File: config.mk
export PLATFORM = sky130hd
export DESIGN_NAME = pulse_tally_unit
export DESIGN_NICKNAME = d
export VERILOG_FILES = /design/src/rtl/ptu_pkg.sv /design/src/rtl/ptu_input_cond.sv /design/src/rtl/ptu_step_decode.sv /design/src/rtl/ptu_counter_core.sv /design/src/rtl/pulse_tally_unit.sv
export SDC_FILE = /design/constraint.sdc
export NUM_CORES = 1
export LEC_CHECK = 0
export CORE_UTILIZATION = 40
export CTS_CLUSTER_DIAMETER = 150
export DETAILED_ROUTE_END_ITERATION = 8
export HOLD_SLACK_MARGIN = 0.02
export MAX_ROUTING_LAYER = met4
export PLACE_DENSITY_LB_ADDON = 0.12
export RECOVER_POWER = 25
export SLEW_MARGIN = 10
export SYNTH_ARGS = -nofsm -noshare
export SYNTH_HDL_FRONTEND = slang
export SYNTH_SLANG_ARGS = --single-unit
File: constraint.sdc
create_clock -name clk -period 1.7 [get_ports clk]
set_input_delay 0.51 -clock clk [delete_from_list [all_inputs] [get_ports clk]]
set_output_delay 0.51 -clock clk [all_outputs]
set_load 0.02 [all_outputs]
File: src/rtl/ptu_pkg.sv
package ptu_pkg;
  typedef logic signed [1:0] step_t;

  localparam step_t STEP_NONE = 2'sb00;
  localparam step_t STEP_UP   = 2'sb01;
  localparam step_t STEP_DN   = 2'sb11;

  localparam logic [1:0] EDGE_UP = 2'd1;
  localparam logic [1:0] EDGE_DN = 2'd2;

  localparam logic [1:0] CTL_KEEP = 2'd0;
  localparam logic [1:0] CTL_FLIP = 2'd1;

  localparam int HIT_ZERO = 0;
  localparam int HIT_HI   = 1;
  localparam int HIT_LO   = 2;
  localparam int HIT_TH0  = 3;
  localparam int HIT_TH1  = 4;
  localparam int NUM_HIT  = 5;

  typedef enum logic [1:0] {
    ZONE_POS_TO_ZERO = 2'd0,
    ZONE_NEG_TO_ZERO = 2'd1,
    ZONE_NEGATIVE    = 2'd2,
    ZONE_POSITIVE    = 2'd3
  } zone_e;

  function automatic step_t edge_step(input logic [1:0] edge_mode,
                                      input logic [1:0] ctl_mode);
    step_t base;
    if (edge_mode == EDGE_UP)      base = STEP_UP;
    else if (edge_mode == EDGE_DN) base = STEP_DN;
    else                           base = STEP_NONE;
    if (ctl_mode == CTL_KEEP)      return base;
    else if (ctl_mode == CTL_FLIP) return (base == STEP_UP) ? STEP_DN :
                                          (base == STEP_DN) ? STEP_UP : STEP_NONE;
    else                           return STEP_NONE;
  endfunction
endpackage

File: src/rtl/ptu_input_cond.sv
module ptu_input_cond #(
  parameter int FILT_W      = 10,
  parameter int SYNC_STAGES = 2
) (
  input  logic              clk,
  input  logic              rst_n,
  input  logic              pulse_raw,
  input  logic              level_raw,
  input  logic              filt_en,
  input  logic [FILT_W-1:0] filt_thresh,
  output logic              rise,
  output logic              fall,
  output logic              level_q
);
  localparam int RUN_W = FILT_W + 1;

  logic [SYNC_STAGES-1:0] p_sync_q, l_sync_q;
  logic                   p_s;
  logic                   filt_q, filt_d;
  logic                   prev_q;
  logic [FILT_W-1:0]      run_q, run_d;
  logic [RUN_W-1:0]       run_inc;

  assign p_s     = p_sync_q[SYNC_STAGES-1];
  assign run_inc = {1'b0, run_q} + RUN_W'(1);

  // filter next state: adopt a new level once it has persisted long enough
  always_comb begin
    filt_d = filt_q;
    run_d  = '0;
    if (!filt_en) begin
      filt_d = p_s;
    end else if (p_s != filt_q) begin
      if (run_inc >= {1'b0, filt_thresh}) begin
        filt_d = p_s;
      end else begin
        run_d = run_inc[FILT_W-1:0];
      end
    end
  end

  always_ff @(posedge clk or negedge rst_n) begin
    if (!rst_n) begin
      p_sync_q <= '0;
      l_sync_q <= '0;
      filt_q   <= 1'b0;
      run_q    <= '0;
      prev_q   <= 1'b0;
      level_q  <= 1'b0;
    end else begin
      p_sync_q <= {p_sync_q[SYNC_STAGES-2:0], pulse_raw};
      l_sync_q <= {l_sync_q[SYNC_STAGES-2:0], level_raw};
      filt_q   <= filt_d;
      run_q    <= run_d;
      prev_q   <= filt_q;
      level_q  <= l_sync_q[SYNC_STAGES-1];
    end
  end

  assign rise = filt_q & ~prev_q;
  assign fall = ~filt_q & prev_q;
endmodule

File: src/rtl/ptu_step_decode.sv
module ptu_step_decode
  import ptu_pkg::*;
(
  input  logic       rise,
  input  logic       fall,
  input  logic       level,
  input  logic [1:0] rise_mode,
  input  logic [1:0] fall_mode,
  input  logic [1:0] hi_mode,
  input  logic [1:0] lo_mode,
  output step_t      step
);
  logic [1:0] ctl_sel;

  assign ctl_sel = level ? hi_mode : lo_mode;

  always_comb begin
    if (rise)      step = edge_step(rise_mode, ctl_sel);
    else if (fall) step = edge_step(fall_mode, ctl_sel);
    else           step = STEP_NONE;
  end
endmodule

File: src/rtl/ptu_counter_core.sv
module ptu_counter_core
  import ptu_pkg::*;
#(
  parameter int CNT_W = 16,
  parameter int SUM_W = 3
) (
  input  logic                    clk,
  input  logic                    rst_n,
  input  logic signed [SUM_W-1:0] step_sum,
  input  logic                    clr_cnt,
  input  logic                    hold_cnt,
  input  logic [NUM_HIT-1:0]      cmp_en,
  input  logic [CNT_W-1:0]        thresh0,
  input  logic [CNT_W-1:0]        thresh1,
  input  logic [CNT_W-1:0]        hi_lim,
  input  logic [CNT_W-1:0]        lo_lim,
  input  logic                    irq_clr,
  output logic [CNT_W-1:0]        count,
  output logic [NUM_HIT-1:0]      hit_kind,
  output logic [1:0]              zone_code,
  output logic                    event_pulse,
  output logic                    irq_raw
);
  logic signed [CNT_W-1:0] cnt_q, cnt_d, cand, landed;
  logic [NUM_HIT-1:0]      hits, hit_q, hit_d;
  logic [1:0]              zone_q, zone_d;
  logic                    move, evt, wrap;
  logic                    evt_q, raw_q, raw_d;

  assign cand = cnt_q + {{(CNT_W-SUM_W){step_sum[SUM_W-1]}}, step_sum};
  assign move = !clr_cnt && !hold_cnt && (step_sum != '0);

  always_comb begin
    hits           = '0;
    hits[HIT_ZERO] = cmp_en[HIT_ZERO] && (cand == '0);
    hits[HIT_HI]   = cmp_en[HIT_HI]   && (cand >= $signed(hi_lim));
    hits[HIT_LO]   = cmp_en[HIT_LO]   && (cand <= $signed(lo_lim));
    hits[HIT_TH0]  = cmp_en[HIT_TH0]  && (cand == $signed(thresh0));
    hits[HIT_TH1]  = cmp_en[HIT_TH1]  && (cand == $signed(thresh1));
    if (!move) hits = '0;
  end

  assign evt    = |hits;
  assign wrap   = hits[HIT_HI] | hits[HIT_LO];
  assign landed = wrap ? '0 : cand;

  always_comb begin
    if (clr_cnt)   cnt_d = '0;
    else if (move) cnt_d = landed;
    else           cnt_d = cnt_q;
  end

  always_comb begin
    hit_d  = hit_q;
    zone_d = zone_q;
    if (evt) begin
      hit_d = hits;
      if (landed == '0)
        zone_d = (cnt_q < 0) ? ZONE_NEG_TO_ZERO : ZONE_POS_TO_ZERO;
      else
        zone_d = (landed < 0) ? ZONE_NEGATIVE : ZONE_POSITIVE;
    end
  end

  always_comb begin
    raw_d = raw_q;
    if (evt)          raw_d = 1'b1;
    else if (irq_clr) raw_d = 1'b0;
  end

  always_ff @(posedge clk or negedge rst_n) begin
    if (!rst_n) begin
      cnt_q  <= '0;
      hit_q  <= '0;
      zone_q <= ZONE_POS_TO_ZERO;
      evt_q  <= 1'b0;
      raw_q  <= 1'b0;
    end else begin
      cnt_q  <= cnt_d;
      hit_q  <= hit_d;
      zone_q <= zone_d;
      evt_q  <= evt;
      raw_q  <= raw_d;
    end
  end

  assign count       = cnt_q;
  assign hit_kind    = hit_q;
  assign zone_code   = zone_q;
  assign event_pulse = evt_q;
  assign irq_raw     = raw_q;
endmodule

File: src/rtl/pulse_tally_unit.sv
module pulse_tally_unit
  import ptu_pkg::*;
#(
  parameter int NUM_CH      = 2,
  parameter int CNT_W       = 16,
  parameter int FILT_W      = 10,
  parameter int SYNC_STAGES = 2
) (
  input  logic                clk,
  input  logic                rst_n,
  input  logic [NUM_CH-1:0]   pulse_in,
  input  logic [NUM_CH-1:0]   level_in,
  input  logic                filt_en,
  input  logic [FILT_W-1:0]   filt_thresh,
  input  logic [2*NUM_CH-1:0] rise_mode,
  input  logic [2*NUM_CH-1:0] fall_mode,
  input  logic [2*NUM_CH-1:0] hi_mode,
  input  logic [2*NUM_CH-1:0] lo_mode,
  input  logic [4:0]          cmp_en,
  input  logic [CNT_W-1:0]    thresh0,
  input  logic [CNT_W-1:0]    thresh1,
  input  logic [CNT_W-1:0]    hi_lim,
  input  logic [CNT_W-1:0]    lo_lim,
  input  logic                clr_cnt,
  input  logic                hold_cnt,
  input  logic                irq_en,
  input  logic                irq_clr,
  output logic [CNT_W-1:0]    count,
  output logic [4:0]          hit_kind,
  output logic [1:0]          zone_code,
  output logic                event_pulse,
  output logic                irq_raw,
  output logic                irq_status
);
  localparam int SUM_W = $clog2(NUM_CH) + 2;

  logic [1:0]              rst_sync_q;
  logic                    rst_n_s;
  step_t                   steps [NUM_CH];
  logic signed [SUM_W-1:0] step_sum;

  // asynchronous assert, synchronous release
  always_ff @(posedge clk or negedge rst_n) begin
    if (!rst_n) rst_sync_q <= '0;
    else        rst_sync_q <= {rst_sync_q[0], 1'b1};
  end
  assign rst_n_s = rst_sync_q[1];

  for (genvar ch = 0; ch < NUM_CH; ch++) begin : g_ch
    logic rise_c, fall_c, level_c;

    ptu_input_cond #(.FILT_W(FILT_W), .SYNC_STAGES(SYNC_STAGES)) u_cond (
      .clk        (clk),
      .rst_n      (rst_n_s),
      .pulse_raw  (pulse_in[ch]),
      .level_raw  (level_in[ch]),
      .filt_en    (filt_en),
      .filt_thresh(filt_thresh),
      .rise       (rise_c),
      .fall       (fall_c),
      .level_q    (level_c)
    );

    ptu_step_decode u_dec (
      .rise     (rise_c),
      .fall     (fall_c),
      .level    (level_c),
      .rise_mode(rise_mode[2*ch +: 2]),
      .fall_mode(fall_mode[2*ch +: 2]),
      .hi_mode  (hi_mode[2*ch +: 2]),
      .lo_mode  (lo_mode[2*ch +: 2]),
      .step     (steps[ch])
    );
  end

  always_comb begin
    step_sum = '0;
    for (int i = 0; i < NUM_CH; i++)
      step_sum = step_sum + {{(SUM_W-2){steps[i][1]}}, steps[i]};
  end

  ptu_counter_core #(.CNT_W(CNT_W), .SUM_W(SUM_W)) u_core (
    .clk        (clk),
    .rst_n      (rst_n_s),
    .step_sum   (step_sum),
    .clr_cnt    (clr_cnt),
    .hold_cnt   (hold_cnt),
    .cmp_en     (cmp_en),
    .thresh0    (thresh0),
    .thresh1    (thresh1),
    .hi_lim     (hi_lim),
    .lo_lim     (lo_lim),
    .irq_clr    (irq_clr),
    .count      (count),
    .hit_kind   (hit_kind),
    .zone_code  (zone_code),
    .event_pulse(event_pulse),
    .irq_raw    (irq_raw)
  );

  assign irq_status = irq_raw & irq_en;
endmodule

# Yosys cells after proc, flatten, opt, wreduce, memory -nomap -nowiden
# Cells that the tools add are included.
word_totals:
  n_memories: 0
  input_bits: 106
  out_inout_bits: 26
  register_bits: 61
  mem_bits_ro: 0
  latchBits: 0
  ram_bits: 0
classes:
  n_mux: 57
  n_div: 0
  bitwise_logic: 10
  n_reduce_logical: 19
  magnitude_cmp: 6
  add_sub_neg: 4
  eq_ne: 26
  n_shift: 0
  n_mul: 0
op_table:
  columns: ["operator", "n"]
  rows:
  - ["2-bit two-way mux", 33]
  - ["10-bit two-way mux", 6]
  - ["16-bit two-way mux", 3]
  - ["16-bit == test", 2]
  - ["16-bit zero test", 2]
  - ["16-bit by 1-bit less-than comparator with 1-bit output (second input constant)", 2]
  - ["10-bit by 1-bit adder with 11-bit output (second input constant)", 2]
  - ["11-bit by 10-bit greater-or-equal comparator with 1-bit output", 2]
  - ["2-bit by 1-bit == test with 1-bit output (second input constant)", 10]
  - ["16-bit adder", 1]
  - ["2-bit == test (second input constant)", 8]
  - ["16-bit greater-or-equal comparator", 1]
  - ["16-bit <= comparator", 1]
  - ["1-bit two-way mux", 14]
  - ["2-bit by 1-bit inequality test with 1-bit output (second input constant)", 4]
  - ["1-bit logical AND", 7]
  - ["1-bit AND", 5]
  - ["5-bit two-way mux", 1]
  - ["5-bit OR reduction", 1]
  - ["2-bit zero test", 2]
  - ["1-bit NOT", 4]
  - ["2-bit AND reduction", 2]
  - ["2-bit nonzero test", 2]
  - ["2-bit by 2-bit adder with 3-bit output", 1]
  - ["4 further kinds", 6]

# Logic depth before layout (Yosys ltp)
depth:
  depth_word: 22
  ltp_mapped: 25

# By module
# Synthesis repeated with hierarchy kept, for this count alone.
hier_totals:
  hier_cells: 623
  area_unflattened_um2: 5760.5
modules_own_cells:
  columns: ["mod", "area_each_um2", "cells_each", "seq_area_each_um2", "n_inst"]
  rows:
  - ["ptu_counter_core", 3339.5, 379, 625.6, 1]
  - ["ptu_input_cond", 979.7, 93, 425.4, 2]
  - ["ptu_step_decode", 168.9, 24, 0.0, 2]
  - ["pulse_tally_unit", 123.9, 10, 50.0, 1]

# Worst setup path before layout
# No wires, ideal clock.
synth_path:
  path_kind: "in2reg"
  startpoint: "input port fall_mode[0]"
  endpoint: "register u_core.cnt_q[13], in the netlist u_core.count[13]"
  n_path_buf: 1
  cell_stages: 23
  setup_slack_ns: -4.178
  arrival_ns: 5.811
  path_cell_list: "inv_1 ha_1 o22ai_1 and2_1 ha_1 inv_1 fa_1 ha_1 a2111o_1 o21bai_4 a41oi_4 mux2i_1 nand2_2 ha_1 nand4_1 or3_1 a21oi_1 nor4_1 o311a_1 o21bai_1 nor4_2 buf_2 a22o_1"
synth_between:
  elab_chain_cells: 21
  word_cells_on_any_way: 28
  classes_between: "add/sub (2); order compare (2); eq/ne (4); mux (14); bitwise (1); reduce/logical (5)"
synth_lines:
  columns: ["element", "line", "source"]
  rows:
  - ["start: declaration", "pulse_tally_unit.sv:16", "input logic [2*NUM_CH-1:0] fall_mode,"]
  - ["2-bit == test", "ptu_pkg.sv:32", "else if (edge_mode == EDGE_DN) base = STEP_DN;"]
  - ["2-bit two-way mux", "ptu_pkg.sv:32", null]
  - ["2-bit two-way mux (*)", "ptu_pkg.sv:31", "if (edge_mode == EDGE_UP) base = STEP_UP;"]
  - ["2-bit two-way mux (*)", "ptu_step_decode.sv:19", "else if (fall) step = edge_step(fall_mode, ctl_sel);"]
  - ["2-bit two-way mux (*)", "ptu_step_decode.sv:18", "if (rise) step = edge_step(rise_mode, ctl_sel);"]
  - ["2-bit by 1-bit == test with 1-bit output", "ptu_pkg.sv:36", "(base == STEP_DN) ? STEP_UP : STEP_NONE;"]
  - ["1-bit two-way mux", "ptu_pkg.sv:36", null]
  - ["2-bit two-way mux (2 in series)", "ptu_pkg.sv:35", "else if (ctl_mode == CTL_FLIP) return (base == STEP_UP) ? STEP_DN :"]
  - ["[... 4 more ...]", null, null]
  - ["16-bit adder", "ptu_counter_core.sv:30", "assign cand = cnt_q + {{(CNT_W-SUM_W){step_sum[SUM_W-1]}}, step_sum};"]
  - ["16-bit greater-or-equal comparator / 16-bit <= comparator (equally long branches)", "ptu_counter_core.sv:36, ptu_counter_core.sv:37", null]
  - ["1-bit logical AND, on equally long branches", "ptu_counter_core.sv:36, ptu_counter_core.sv:37", null]
  - ["5-bit two-way mux", "ptu_counter_core.sv:40", "if (!move) hits = '0;"]
  - ["1-bit bitwise OR", "ptu_counter_core.sv:44", "assign wrap = hits[HIT_HI] | hits[HIT_LO];"]
  - ["16-bit two-way mux", "ptu_counter_core.sv:45", "assign landed = wrap ? '0 : cand;"]
  - ["16-bit two-way mux", "ptu_counter_core.sv:49", "else if (move) cnt_d = landed;"]
  - ["16-bit two-way mux", "ptu_counter_core.sv:48", "if (clr_cnt) cnt_d = '0;"]
  - ["end signal: assignment", "ptu_counter_core.sv:79", "cnt_q <= cnt_d;"]
  - ["end: declaration", "ptu_counter_core.sv:24", "logic signed [CNT_W-1:0] cnt_q, cnt_d, cand, landed;"]
# Mark *: on every way between the ends. The rest lies on a longest branch, timed or not. The select of a mux whose other input is x is not followed.
# A chain may end at the register's enable or synchronous reset.

# Final worst setup path
layout_path:
  startpoint: "input port fall_mode[3]"
  endpoint: "register u_core.zone_q[1], in the netlist u_core.zone_code[1]"
layout_between:
  word_cells_on_any_way: 34
  classes_between: "add/sub (2); order compare (2); eq/ne (6); mux (13); bitwise (1); reduce/logical (10)"
layout_lines:
  columns: ["element", "line", "source"]
  rows:
  - ["2-bit == test", "ptu_pkg.sv:32", null]
  - ["2-bit two-way mux", "ptu_pkg.sv:32", null]
  - ["2-bit two-way mux (*)", "ptu_pkg.sv:31", null]
  - ["2-bit two-way mux (*)", "ptu_step_decode.sv:19", null]
  - ["2-bit two-way mux (*)", "ptu_step_decode.sv:18", null]
  - ["2-bit by 1-bit == test with 1-bit output", "ptu_pkg.sv:36", null]
  - ["1-bit two-way mux", "ptu_pkg.sv:36", null]
  - ["2-bit two-way mux (2 in series)", "ptu_pkg.sv:35", null]
  - ["[... 2 more ...]", null, null]
  - ["2-bit two-way mux (*)", "ptu_step_decode.sv:18", null]
  - ["2-bit by 2-bit adder with 3-bit output (*)", "pulse_tally_unit.sv:79", "step_sum = step_sum + {{(SUM_W-2){steps[i][1]}}, steps[i]};"]
  - ["16-bit adder", "ptu_counter_core.sv:30", null]
  - ["16-bit greater-or-equal comparator (tied with other cells)", "ptu_counter_core.sv:36", "hits[HIT_HI] = cmp_en[HIT_HI] && (cand >= $signed(hi_lim));"]
  - ["1-bit logical AND, on equally long branches", null, null]
  - ["5-bit two-way mux (*)", "ptu_counter_core.sv:40", null]
  - ["5-bit OR reduction (*)", "ptu_counter_core.sv:43", "assign evt = |hits;"]
  - ["net u_core.evt", "ptu_counter_core.sv:27", "logic move, evt, wrap;"]
  - ["end signal: assignment", "ptu_counter_core.sv:81", "zone_q <= zone_d;"]
  - ["end: declaration", "ptu_counter_core.sv:26", "logic [1:0] zone_q, zone_d;"]
# The timed path passes the listed nets; every way through them passes the cells marked *. The select of a mux whose other input is x is not followed.

==> results.md <==
* Outcome: complete, but fails checks
* Failing checks: setup timing
* Drt first pass iters at 5
* Area Growth Syn to Fin at 65.4%
* Synthesized net count at just under 800
* # diodes at 0
* Unique masters post-synth at 78
* Total negative slack at -110.45 ns
* Drt drc at 0
* Via count at between 5,000 and 6,000
* # hold bufs at CTS at 0
* Share of cells above drive strength 1 at 0.350
* Vias/cell at 5.22
* Die Ht at around 120 um
* Routability cong. at just under 1
* Unrepaired setup endpoints after global routing: yes
* Post-Route M1 WL at 8510 um
* Yosys top cell area share at 0.275
* Sink Count at 61
* Top post-synthesis cells by count: ha_1, inv_1, dfrtp_1, xnor2_1
* Register bit total from synthesis at between 60 and 70
* Die width at 120 um
* Initial Util at 0.415
* Max Slew Vio Count at 0
* Pin count of the biggest net entering global routing at 44
* Max cap viols at 0
* Asr flop ratio synth at 1.00
* Synth Area per Inst at 9.40 um2
* WL/cell at about 18 um
* Worst setup path class: in -> reg
* Final net count at between 1,000 and 1,500
* First-pass GRT wire length at between 20,000 and 30,000 um
* CP Capture Point: u_core.zone_code[1]
* Syn Inst Count at 591
* Leak pwr at between 4 and 5 nW
* Initial drt markers at 376
* Final Non-Filler Cells at between 1,000 and 1,500
* Design Area, Final at ~9200 um2
* Clk buf depth at 2
* Worst Setup End Kind: flip-flop
* Rel. slew slack at 0.474
* Peak supply drop at 0.660 mV
* Num CTS Buffers at 9
* Measured slew at the worst slew-check pin at roughly 0.8 ns
* Crit-path max FO at 6
* Htree depth at 3
* Die ar. at approximately 14,000 um2
* Detail Placement HPWL at between 10,000 and 15,000 um
* Clk_skew at 0.00808 ns
* Total grt overflow at 0
* Most numerous cell in the Yosys netlist: ha_1
* Clock slew seen by the registers of the worst setup and hold paths at 0.06 ns
* Post-layout minimum cycle time at between 5 and 6 ns
* Io pins at roughly 130
* Peak Freq at around 0.18 GHz
* Later-pin clock latency in the skew report at between 0.3 and 0.4 ns
* Post-route ant nets at 0
* WP data arrival at around 5.8 ns
* Total Power at about 6.6 mW
* Vias in the first global route at 5,850
* Antenna violations before repair at 0
* Top area cells in the synthesized netlist: dfrtp_1, ha_1, xnor2_1, inv_1, xor2_1
* PwrDens at a little over 700 nW/um2
* CTS tree: built
* Core area at 13,400 um2
* Crit. Startpoint: fall_mode[3]
* Worst Reg-to-Reg Cells at 23
* CTS root buffer: clkbuf_16
* Port Buffers at between 100 and 150
* Hold/Removal Path Class: reg -> async
* Placed Area at roughly 8400 um2
* Placed insts at 1,038
* Max layer used: met4
* Startpoint Class: input pin
* Post-synth top flop: dfrtp_1
* Crit Reg-Reg Startpoint: g_ch[1].u_cond.level_q
* Area leader, netlist: dfrtp_1
* Met3 WL at ~1100 um
* Sequential share of the synthesized area at 0.275
* DRT Wirelength at around 19,000 um
* Post-Syn Area at 5560 um2
* Synth Warn # at 0
* All-Layer GR Usage at 0.275
* Cell row count at 42
* Fill cells at 1,049
* Met2 WL post-DR at a little under 9000 um
* Setup-failing EPs final at 47
* Count of flip-flops with a built-in enable after synthesis at 0
* Period utilization at 3.25
* Post-layout worst setup margin at -3.82 ns
* Reg2Reg Setup Slack at -3.79 ns
* Final Hold Violating Endpoints at 0
* Reg2reg end: u_core.zone_code[1]
* WP data required at ~1.9 ns
==> area by class of cell <==
type,count,area (um2),share of cell area
clock buffers,9,225,0.0245
inverters,68,263,0.0286
repair buffers,302,2610,0.284
multi-input cells,455,4290,0.467
well taps,176,220,0.0240
flip-flops and latches,61,1530,0.166
clock inverters,7,51.3,0.00558
==> through the flow <==
| stage | hold WS [ns] | utilization | setup WS [ns] |
|---|---|---|---|
| finish | 0.328 | 0.686 | -3.82 |
| floorplan | 0.214 | - | -3.70 |
| global placement | 0.209 | 0.629 | -4.41 |
| global route | 0.358 | 0.686 | -3.97 |
| CTS | 0.232 | 0.666 | -3.83 |
| detailed placement | 0.230 | 0.629 | -4.53 |
==> cells by family (layout without fill, tap and decap cells) <==
family                     count (synthesis)  after routing  synth area share
xor gates and xnor gates                  61             61             0.101
AOI/OAI and AO/OA                        136            137             0.187
buffers and inverters                     77            386            0.0556
muxes                                     16             16            0.0313
DFF                                       61             61             0.275
other                                      1              1          0.000675
and+or+nand+nor                          158            159             0.163
adders and majority gates                 81             81             0.186
==> layer usage <==
layer | up-vias | GRT usage
li1 | 2734 | -
met1 | 2658 | 0.354
met2 | 205 | 0.432
met3 | 31 | 0.0513
met4 | 0 | 0.0953
met5 | - | -
==> sequential cells by signal, indices dropped and copies added, names as in the netlist <==
signal and count:
u_core.zone_code 2, u_core.event_pulse 1, u_core.count 16, u_core.hit_kind 5
rst_sync_q 2, g_ch.u_cond.run_q 20, u_core.irq_raw 1, g_ch.u_cond.level_q 2
g_ch.u_cond.prev_q 2, g_ch.u_cond.l_sync_q 4, g_ch.u_cond.p_sync_q 4, g_ch.u_cond.filt_q 2
==> worst min path at each step <==
stage                                          to  slack (ns)                  startpoint  depth (start not counted)
final                     g_ch[0].u_cond.run_q[1]        0.33               rst_sync_q[1]                          0
after floorplan                     rst_sync_q[0]        0.21                       rst_n                          0
after detailed placement  g_ch[0].u_cond.run_q[0]        0.23               rst_sync_q[1]                          0
after global routing       g_ch[1].u_cond.level_q        0.36  g_ch[1].u_cond.l_sync_q[1]                          0
after global placement    g_ch[0].u_cond.run_q[1]        0.21               rst_sync_q[1]                          0
after CTS                 g_ch[0].u_cond.run_q[5]        0.23               rst_sync_q[1]                          0
==> critical path: stages <==
cell           delay (ns)
dlygate4sd2_1        0.27
ha_4                 0.24
o22ai_1              0.13
and2_1               0.15
ha_2                 0.18
inv_2                0.05
fa_2                 0.40
buf_12               0.16
buf_8                0.13
ha_4                 0.15
a2111o_1             0.44
o21bai_4             0.20
a41oi_4              0.21
o21a_1               0.23
o311ai_4             0.15
ha_1                 0.34
nand4_1              0.13
or3_4                0.37
a21oi_4              0.14
nor4_2               0.07
o311a_1              0.31
o21bai_4             0.23
inv_2                0.10
nand3_4              0.12
mux2_4               0.32
==> placed cells by master, fill, tap and decap left out, types with 22 or more instances in the layout <==
| cell type | count |
|---|---|
| buf_4 | 163 |
| clkdlybuf4s50_1 | 90 |
| inv_1 | 60 |
| dfrtp_1 | 59 |
| ha_1 | 54 |
| xnor2_1 | 31 |
| nand2_1 | 26 |
| a21o_1 | 26 |
| xor2_1 | 22 |
| ha_4 | 22 |
==> what timing repair did <==
action	in CTS	in global routing
endpoints found under the setup margin	73	53
gates cloned	2	0
setup buffers	14	8
pin swaps	35	25
resized for setup	104	51
==> where the power goes <==
part	switching [mW]	total, mW	internal (mW)
registers	0.108	1.69	1.58
clock network	0.755	1.74	0.990
logic	1.51	3.13	1.62
total	2.37	6.57	4.19
No activity file was read; power rests on OpenSTA's default activity.
